===== config.mk =====
export PLATFORM = sky130hd
export DESIGN_NAME = aw_window_decoder
export DESIGN_NICKNAME = d
export VERILOG_FILES = /design/src/rtl/aw_pkg.sv /design/src/rtl/aw_cfg_regs.sv /design/src/rtl/aw_window_match.sv /design/src/rtl/aw_prio_sel.sv /design/src/rtl/aw_window_decoder.sv
export SDC_FILE = /design/constraint.sdc
export NUM_CORES = 1
export LEC_CHECK = 0
export ABC_AREA = 1
export BUFFER_PORTS_ARGS = -buffer_cell sky130_fd_sc_hd__buf_2
export CAP_MARGIN = 10
export CORE_MARGIN = 5
export CORE_UTILIZATION = 55
export CTS_CLUSTER_SIZE = 20
export DETAILED_ROUTE_END_ITERATION = 10
export GPL_TIMING_DRIVEN = 1
export HOLD_SLACK_MARGIN = 0.15
export PLACE_DENSITY_LB_ADDON = 0.25
export SKIP_LAST_GASP = 1
export SYNTH_ARGS = -nofsm -noshare
export SYNTH_HDL_FRONTEND = slang
export SYNTH_HIERARCHICAL = 1
export SYNTH_SLANG_ARGS = --single-unit

===== constraint.sdc =====
create_clock -name clk -period 24.2 [get_ports clk]
set_input_delay 4.84 -clock clk [delete_from_list [all_inputs] [get_ports clk]]
set_output_delay 4.84 -clock clk [all_outputs]
set_load 0.02 [all_outputs]

===== src/rtl/aw_pkg.sv =====
package aw_pkg;

  localparam int AW = 32;

  typedef enum logic [1:0] {
    WK_BANK,
    WK_SIMM,
    WK_MASTER,
    WK_TARGET
  } win_kind_e;

  // Field positions shared by the window kinds
  localparam int MT_EN_BIT   = 12;
  localparam int MT_MASK_LO  = 13;
  localparam int MT_MASK_HI  = 19;
  localparam int MEM_EN_BIT  = 3;
  localparam int BANK_SZ_LO  = 14;
  localparam int SIMM_SZ_LO  = 13;

  localparam logic [AW-1:0] BANK_MIN_SIZE = 32'h0040_0000;
  localparam logic [AW-1:0] SIMM_MIN_SIZE = 32'h0020_0000;

  // Window index layout: bank, SIMMs, two memory masters, I/O master, two targets
  function automatic win_kind_e kind_of(input int idx, input int nsimm);
    if (idx == 0)              return WK_BANK;
    else if (idx <= nsimm)     return WK_SIMM;
    else if (idx <= nsimm + 3) return WK_MASTER;
    else                       return WK_TARGET;
  endfunction

endpackage


===== src/rtl/aw_cfg_regs.sv =====
module aw_cfg_regs
  import aw_pkg::*;
#(
  parameter int NWIN  = 10,
  parameter int IDX_W = 4
) (
  input  logic                      clk,
  input  logic                      rst_n,
  input  logic                      wr_en,
  input  logic [IDX_W-1:0]          wr_idx,
  input  logic [AW-1:0]             wr_data,
  output logic [NWIN-1:0][AW-1:0]   cfg_o
);

  for (genvar g = 0; g < NWIN; g++) begin : g_word
    logic          sel;
    logic [AW-1:0] word_d;
    logic [AW-1:0] word_q;

    assign sel = wr_en && (wr_idx == IDX_W'(g));

    always_comb begin
      word_d = word_q;
      if (sel) begin
        word_d = wr_data;
      end
    end

    always_ff @(posedge clk or negedge rst_n) begin
      if (!rst_n) begin
        word_q <= '0;
      end else if (sel) begin
        word_q <= word_d;
      end
    end

    assign cfg_o[g] = word_q;
  end

endmodule


===== src/rtl/aw_window_match.sv =====
module aw_window_match
  import aw_pkg::*;
#(
  parameter win_kind_e KIND = WK_MASTER
) (
  input  logic [AW-1:0] cfg_i,
  input  logic [AW-1:0] addr_i,
  output logic          hit_o,
  output logic [AW-1:0] xlat_o
);

  logic [AW-1:0] win_lo;
  logic [AW-1:0] win_hi;
  logic          win_en;

  if (KIND == WK_MASTER) begin : g_master
    logic [AW-1:0] cmp_bits;
    logic          unused_fields;
    assign cmp_bits      = {1'b1, cfg_i[MT_MASK_HI:MT_MASK_LO], 24'h0};
    assign win_en        = cfg_i[MT_EN_BIT];
    assign win_lo        = {cfg_i[31:24], 24'h0};
    assign win_hi        = win_lo | ~cmp_bits;
    assign xlat_o        = {cfg_i[7:0], 24'h0} | (addr_i - win_lo);
    assign unused_fields = ^{cfg_i[23:20], cfg_i[11:8]};
  end else if (KIND == WK_TARGET) begin : g_target
    logic [AW-1:0] cmp_bits;
    logic          unused_fields;
    assign cmp_bits      = {4'hF, cfg_i[MT_MASK_HI:MT_MASK_LO], 21'h0};
    assign win_en        = cfg_i[MT_EN_BIT];
    assign win_lo        = {cfg_i[31:21], 21'h0};
    assign win_hi        = win_lo | ~cmp_bits;
    assign xlat_o        = {cfg_i[10:0], 21'h0} | (addr_i - win_lo);
    assign unused_fields = cfg_i[20] ^ cfg_i[11];
  end else if (KIND == WK_BANK) begin : g_bank
    logic [1:0]    sz_shift;
    logic          unused_fields;
    always_comb begin
      if (cfg_i[BANK_SZ_LO])          sz_shift = 2'd0;
      else if (cfg_i[BANK_SZ_LO + 1]) sz_shift = 2'd1;
      else                            sz_shift = 2'd2;
    end
    assign win_en        = cfg_i[MEM_EN_BIT];
    assign win_lo        = {4'h0, cfg_i[27:22], 22'h0};
    assign win_hi        = win_lo + (BANK_MIN_SIZE << sz_shift) - 32'd1;
    assign xlat_o        = addr_i;
    assign unused_fields = ^{cfg_i[31:28], cfg_i[21:16], cfg_i[13:4], cfg_i[2:0]};
  end else begin : g_simm
    logic [2:0]    sz_shift;
    logic          unused_fields;
    always_comb begin
      sz_shift = 3'd5;
      for (int b = 4; b >= 0; b--) begin
        if (cfg_i[SIMM_SZ_LO + b]) begin
          sz_shift = 3'(b);
        end
      end
    end
    assign win_en        = cfg_i[MEM_EN_BIT];
    assign win_lo        = {4'h0, cfg_i[27:21], 21'h0};
    assign win_hi        = win_lo + (SIMM_MIN_SIZE << sz_shift) - 32'd1;
    assign xlat_o        = addr_i;
    assign unused_fields = ^{cfg_i[31:28], cfg_i[20:18], cfg_i[12:4], cfg_i[2:0]};
  end

  assign hit_o = win_en && (addr_i >= win_lo) && (addr_i <= win_hi);

endmodule


===== src/rtl/aw_prio_sel.sv =====
module aw_prio_sel
  import aw_pkg::*;
#(
  parameter int NWIN = 10
) (
  input  logic [NWIN-1:0]           hit_i,
  input  logic [NWIN-1:0][AW-1:0]   xlat_i,
  output logic [NWIN-1:0]           grant_o,
  output logic [AW-1:0]             xlat_o,
  output logic                      none_o
);

  // Scan from the highest index down so the lowest index is the last to win
  always_comb begin
    grant_o = '0;
    xlat_o  = '0;
    for (int i = NWIN - 1; i >= 0; i--) begin
      if (hit_i[i]) begin
        grant_o    = '0;
        grant_o[i] = 1'b1;
        xlat_o     = xlat_i[i];
      end
    end
  end

  assign none_o = ~|hit_i;

endmodule


===== src/rtl/aw_window_decoder.sv =====
module aw_window_decoder
  import aw_pkg::*;
#(
  parameter  int NUM_SIMM = 4,
  localparam int NWIN     = NUM_SIMM + 6,
  localparam int IDX_W    = $clog2(NWIN)
) (
  input  logic              clk,
  input  logic              rst_n,
  input  logic              cfg_wr_en,
  input  logic [IDX_W-1:0]  cfg_wr_idx,
  input  logic [AW-1:0]     cfg_wr_data,
  input  logic              req_vld,
  input  logic [AW-1:0]     req_addr,
  output logic              rsp_vld,
  output logic [NWIN-1:0]   rsp_hit,
  output logic [AW-1:0]     rsp_addr,
  output logic              rsp_miss
);

  // Reset: asserted asynchronously, released on a clock edge
  logic rst_meta_n;
  logic rst_sync_n;

  always_ff @(posedge clk or negedge rst_n) begin
    if (!rst_n) begin
      rst_meta_n <= 1'b0;
      rst_sync_n <= 1'b0;
    end else begin
      rst_meta_n <= 1'b1;
      rst_sync_n <= rst_meta_n;
    end
  end

  logic [NWIN-1:0][AW-1:0] cfg_words;

  aw_cfg_regs #(
    .NWIN  (NWIN),
    .IDX_W (IDX_W)
  ) cfg_regs_i (
    .clk     (clk),
    .rst_n   (rst_sync_n),
    .wr_en   (cfg_wr_en),
    .wr_idx  (cfg_wr_idx),
    .wr_data (cfg_wr_data),
    .cfg_o   (cfg_words)
  );

  logic [NWIN-1:0]         win_hit;
  logic [NWIN-1:0][AW-1:0] win_xlat;

  for (genvar g = 0; g < NWIN; g++) begin : g_win
    aw_window_match #(
      .KIND (kind_of(g, NUM_SIMM))
    ) match_i (
      .cfg_i  (cfg_words[g]),
      .addr_i (req_addr),
      .hit_o  (win_hit[g]),
      .xlat_o (win_xlat[g])
    );
  end

  logic [NWIN-1:0] sel_grant;
  logic [AW-1:0]   sel_xlat;
  logic            sel_none;

  aw_prio_sel #(
    .NWIN (NWIN)
  ) prio_i (
    .hit_i   (win_hit),
    .xlat_i  (win_xlat),
    .grant_o (sel_grant),
    .xlat_o  (sel_xlat),
    .none_o  (sel_none)
  );

  // Response stage: next-state and register processes
  logic            vld_d,  vld_q;
  logic [NWIN-1:0] hit_d,  hit_q;
  logic [AW-1:0]   addr_d, addr_q;
  logic            miss_d, miss_q;
  logic            rsp_ce;

  assign rsp_ce = req_vld;

  always_comb begin
    vld_d  = req_vld;
    hit_d  = sel_grant;
    addr_d = sel_xlat;
    miss_d = sel_none;
  end

  always_ff @(posedge clk or negedge rst_sync_n) begin
    if (!rst_sync_n) begin
      vld_q <= 1'b0;
    end else begin
      vld_q <= vld_d;
    end
  end

  always_ff @(posedge clk or negedge rst_sync_n) begin
    if (!rst_sync_n) begin
      hit_q  <= '0;
      addr_q <= '0;
      miss_q <= 1'b0;
    end else if (rsp_ce) begin
      hit_q  <= hit_d;
      addr_q <= addr_d;
      miss_q <= miss_d;
    end
  end

  assign rsp_vld  = vld_q;
  assign rsp_hit  = hit_q;
  assign rsp_addr = addr_q;
  assign rsp_miss = miss_q;

endmodule


; Word-level counts from Yosys, hierarchy flattened
; Cells that the tools add are included.
[totals]
ff_bits = 346
inputBits = 72
output_inout_bits = 44
[classes]
add_sub_neg = 15
magnitude_cmp = 20
eq_ne = 9
shifts = 5
mux = 42
bitwise = 15
reduce_logical = 33
[op_table]
columns = cell, count
row1 = 32-bit less-or-equal comparator, 10
row2 = 32-bit two-way mux, 10
row3 = 32-bit OR, 10
row4 = 28-bit by 32-bit adder with 32-bit output, 5
row5 = 32-bit by 28-bit greater-or-equal comparator with 1-bit output, 5
row6 = 32-bit greater-or-equal comparator, 5
row7 = 32-bit inverter, 5
row8 = 32-bit by 1-bit subtractor with 32-bit output (second input constant), 5
row9 = 32-bit subtractor, 5
row10 = 22-bit by 3-bit left shift with 32-bit output (first input constant), 4
row11 = 10-bit two-way mux, 10
row12 = 3-bit two-way mux, 16
row13 = 23-bit by 2-bit left shift with 32-bit output (first input constant), 1
row14 = 1-bit logical AND, 30
row15 = 4-bit by 3-bit equality test with 1-bit output (second input constant), 4
row16 = 10-bit OR reduction, 1
row17 = 4-bit by 2-bit equality test with 1-bit output (second input constant), 2
row18 = 4-bit equality test (second input constant), 2
row19 = 4-bit by 1-bit equality test with 1-bit output (second input constant), 1
row20 = 4-bit zero test, 1
row21 = 1-bit two-way mux, 4
row22 = 2-bit two-way mux, 2
row23 = 1-bit zero test, 1

; Logic depth before layout (Yosys ltp)
[depth]
depth_word = 15
depth_mapped = 33

; Hierarchy
; Netlist, hierarchy kept.
[by_module_without_submodules]
columns = mod, instances, cells_each, area_each_um2
row1 = aw_cfg_regs, 1, 1538, 13366.6
row2 = aw_window_match at g_win[1].match_i ..., 4, 239, 1436.4
row3 = aw_prio_sel, 1, 674, 3098.0
row4 = aw_window_match at g_win[5].match_i ..., 2, 212, 1101.1
row5 = aw_window_decoder, 1, 186, 1734.2
row6 = aw_window_match at g_win[9].match_i, 1, 246, 1301.2
row7 = aw_window_match at g_win[8].match_i, 1, 247, 1295.0
row8 = aw_window_match at g_win[0].match_i, 1, 206, 1212.4
row9 = aw_window_match at g_win[7].match_i, 1, 215, 1109.8

; Worst setup path after synthesis
; OpenSTA, ideal clock, no wires.
[synth_path]
path_kind = input to register
startpoint = input port req_addr[24]
endpoint = register addr_q[16] (netlist: rsp_addr[16])
arrival_time_ps = 6840
t_required_ps = 24135
setup_slack_ps = 17296
stages = 24
n_path_buf = 2
cell_sequence = inv_1 ha_1 inv_1 fa_1 nand2_1 nand2_1 nand2_1 nor2_1 nor2_1 nand2_1 nand2_1 nor2_1 buf_4 nor2_8 and2_4 buf_6 nand2_1 nand4_1 nand2_1 nand2_1 nand2_1 nand2_1 nand2_1 nand2_1
[synth_rtl]
columns = element, line_no
row1 = from (decl), aw_window_decoder.sv:14  ; input logic [AW-1:0] req_addr,
row2 = 32-bit greater-or-equal comparator, aw_window_match.sv:65  ; assign hit_o = win_en && (addr_i >= win_lo) && (addr_i <= win_hi);
row3 = 1-bit logical AND, aw_window_match.sv:65
row4 = 1-bit logical AND (*), aw_window_match.sv:65
row5 = net win_hit[7], aw_window_decoder.sv:49  ; logic [NWIN-1:0] win_hit;
row6 = 32-bit two-way mux (*) (8 in a row), aw_prio_sel.sv:18  ; if (hit_i[i]) begin
row7 = net addr_d[16], aw_window_decoder.sv:80  ; logic [AW-1:0] addr_d, addr_q;
row8 = to (signal assigned), aw_window_decoder.sv:108  ; addr_q <= addr_d;
row9 = to (decl), aw_window_decoder.sv:80
; Mark *: on every way through the listed nets, which the timed path passes. The rest lies on a longest branch.
; A chain may end at the register's enable or synchronous reset.

; Final worst setup path
[layout_path]
startpoint = input port req_addr[24]
endpoint = register addr_q[27] (netlist: rsp_addr[27])
[layout_rtl]
columns = element, line_no
row1 = 32-bit greater-or-equal comparator, aw_window_match.sv:65
row2 = 1-bit logical AND, aw_window_match.sv:65
row3 = 1-bit logical AND (*), aw_window_match.sv:65
row4 = net win_hit[6], aw_window_decoder.sv:49
row5 = 32-bit two-way mux (*) (7 in a row), aw_prio_sel.sv:18
row6 = net addr_d[27], aw_window_decoder.sv:80
; Marks and branches as above.

==> metrics <==
Initial Util 55.85%; I/O Buffers 113; core area 46,750 sq um; die footprint 51,940 sq um; Hold Path Class reg -> reg; R2R setup slack 18,950 ps; Vias/cell 5.252; Post-CTS Hold Buffers 0; Setup-failing EPs final 0; WHS Path Cells 0; drt wl/cell 17.20 um; Fill cells 4,784; RR Endpoint rsp_addr[10]; maximum fanout along the worst path 34; Worst Path Arrival 8780 ps; Starting DRT DRC Count 2,289; max-capacitance violation count 0; detailed-route via count 23,673; RSZ-0062 raised after global routing no; CTS Sinks 239; initial antenna violation count 2; PD cells 85.76 nW/um^2; num rows 79; family with the most delay on the worst path buffers and inverters; Max Fclk 0.1203 GHz; Area after DPL 24,730 sq um; CTS max path bufs 3; layout cells sized above 1 8.055%; hold_sp rst_meta_n; CP max-delay cell buf_2; worst reg-to-reg path cell count 26; Final Util 54.84%; syn avg cell area 6.271 sq um; Critical Path Most Common Cell nand2_1; worst rel slew slack 18.56%; post-route cell area 25,640 sq um; Final Max Slew Viols 0; Buf+Inv Stages, Crit Path 5; synthesized cell area 26,110 sq um; endpoints failing hold 0; CP Data Required Time 24,660 ps; Reg-to-Reg Start cfg_regs_i/g_word[4].word_q[14]; H-Tree Depth 1; DRT antenna net count 0; clk root buf clkbuf_16; largest net degree at the start of global routing 71; Post-CTS Resized 0; YS warnings 6; DRC 0; crit path time final 8315 ps; vias in the first global route 21,579; Die H 227.9 um; TritonCTS clock tree done; worst slew pin tran 1220 ps; total congestion overflow 0; CP Class in -> reg; drt total wl 77.53 mm; GPL Wtd Cong 0.9285; Static Leakage 14.50 nW; Die W 227.9 um; CTS buffer count 28; first drt pass iteration count 7; post-CTS setup buffers 0; Clock Pin Slew Worst Setup and Hold Paths 60 ps; worst IR drop on VDD 0.06090 mV; Setup WS post-layout 15,890 ps; Total Nets Final 4,199; cell count after synthesis 4,164; DP Wirelength 50.05 mm; Worst Setup End Kind register; Worst-Skew Late Latency 590 ps; status finished, final reports clean; first-pass GRT wire length 121.2 mm; final setup TNS 0 ps; Tcrit/Tclk final 34.36%; Final Skew 21.89 ps; GRT Total Usage 28.78%; CP peak stage delay 770 ps; hold worst-path end rst_sync_n; Setup crit start kind primary input; pre-CTS setup slack 15,450 ps; Area growth syn-to-layout -1.811%; io pins 116
## worst max-delay path by stage
| stage | from | end | slack (ps) | cells past startpoint |
|---|---|---|---|---|
| 2_1_floorplan | rst_sync_n | cfg_regs_i/g_word[0].word_q[14] | 17050 | 0 |
| 3_3_place_gp | req_addr[27] | rsp_addr[10] | 15450 | 18 |
| 3_5_place_dp | req_addr[27] | rsp_addr[10] | 15450 | 18 |
| 4_1_cts | req_addr[24] | rsp_addr[28] | 16000 | 27 |
| 5_1_grt | req_addr[24] | rsp_addr[27] | 15570 | 25 |
| 6_report | req_addr[24] | rsp_addr[27] | 15890 | 25 |
## layout by cell type, fill, tap and decap left out, types with 13 or more instances in the layout
cell	instances
inv_1	572
nor2_1	317
a221oi_1	18
xor2_1	15
dfrtp_1	238
clkbuf_16	28
ha_1	238
nand3_1	203
buf_4	32
nand2_1	1536
conb_1	13
a21oi_1	106
inv_2	18
nand4_1	74
nand2_2	21
nor2_2	37
o21bai_1	92
o21ai_1	28
nand3b_1	21
nor3_1	14
clkinv_1	16
buf_2	113
## cell type report
| class | count | area [sq um] | area share [%] |
|---|---|---|---|
| Clock buffer | 41 | 819.5 | 3.196 |
| Clock inverter | 8 | 82.58 | 0.3221 |
| Sequential cell | 239 | 5984 | 23.34 |
| Antenna cell | 2 | 5.005 | 0.01952 |
| Timing Repair Buffer | 145 | 805.8 | 3.143 |
| Tap cell | 607 | 759.5 | 2.962 |
| Multi-Input combinational cell | 2857 | 14890 | 58.09 |
| Inverter | 608 | 2290 | 8.930 |
## registers in the layout, summed over array words and instances, names as in the netlist
name,count
rsp_miss,1
rsp_addr,32
rsp_vld,1
rst_sync_n,1
cfg_regs_i/g_word.word_q,193
rst_meta_n,1
rsp_hit,10
## power by group
part	internal (mW)	total, mW	switching, mW
logic	0.441	1.21	0.770
registers	0.497	0.560	0.0629
clock network	0.244	0.428	0.184
## layer usage
| metal | global-route usage (%) | vias up | part of all wire [%] |
|---|---|---|---|
| met5 | 0 | - | 0 |
| met4 | 9.397 | 0 | 3.7 |
| met3 | 3.491 | 168 | 8.4 |
| met2 | 46.27 | 938 | 44 |
| met1 | 40.63 | 10642 | 44 |
| li1 | - | 11925 | - |
## stage by stage
stage	power [mW]	hold WS (ps)	std cells
after floorplan	1.504	331.2	4172
after detailed placement	1.760	338.7	4456
final	2.199	348.5	4507
after global placement	1.736	334.4	4456
after global routing	2.397	367.4	4507
after CTS	2.195	352.0	4505
(Power assumes the default switching activity.)
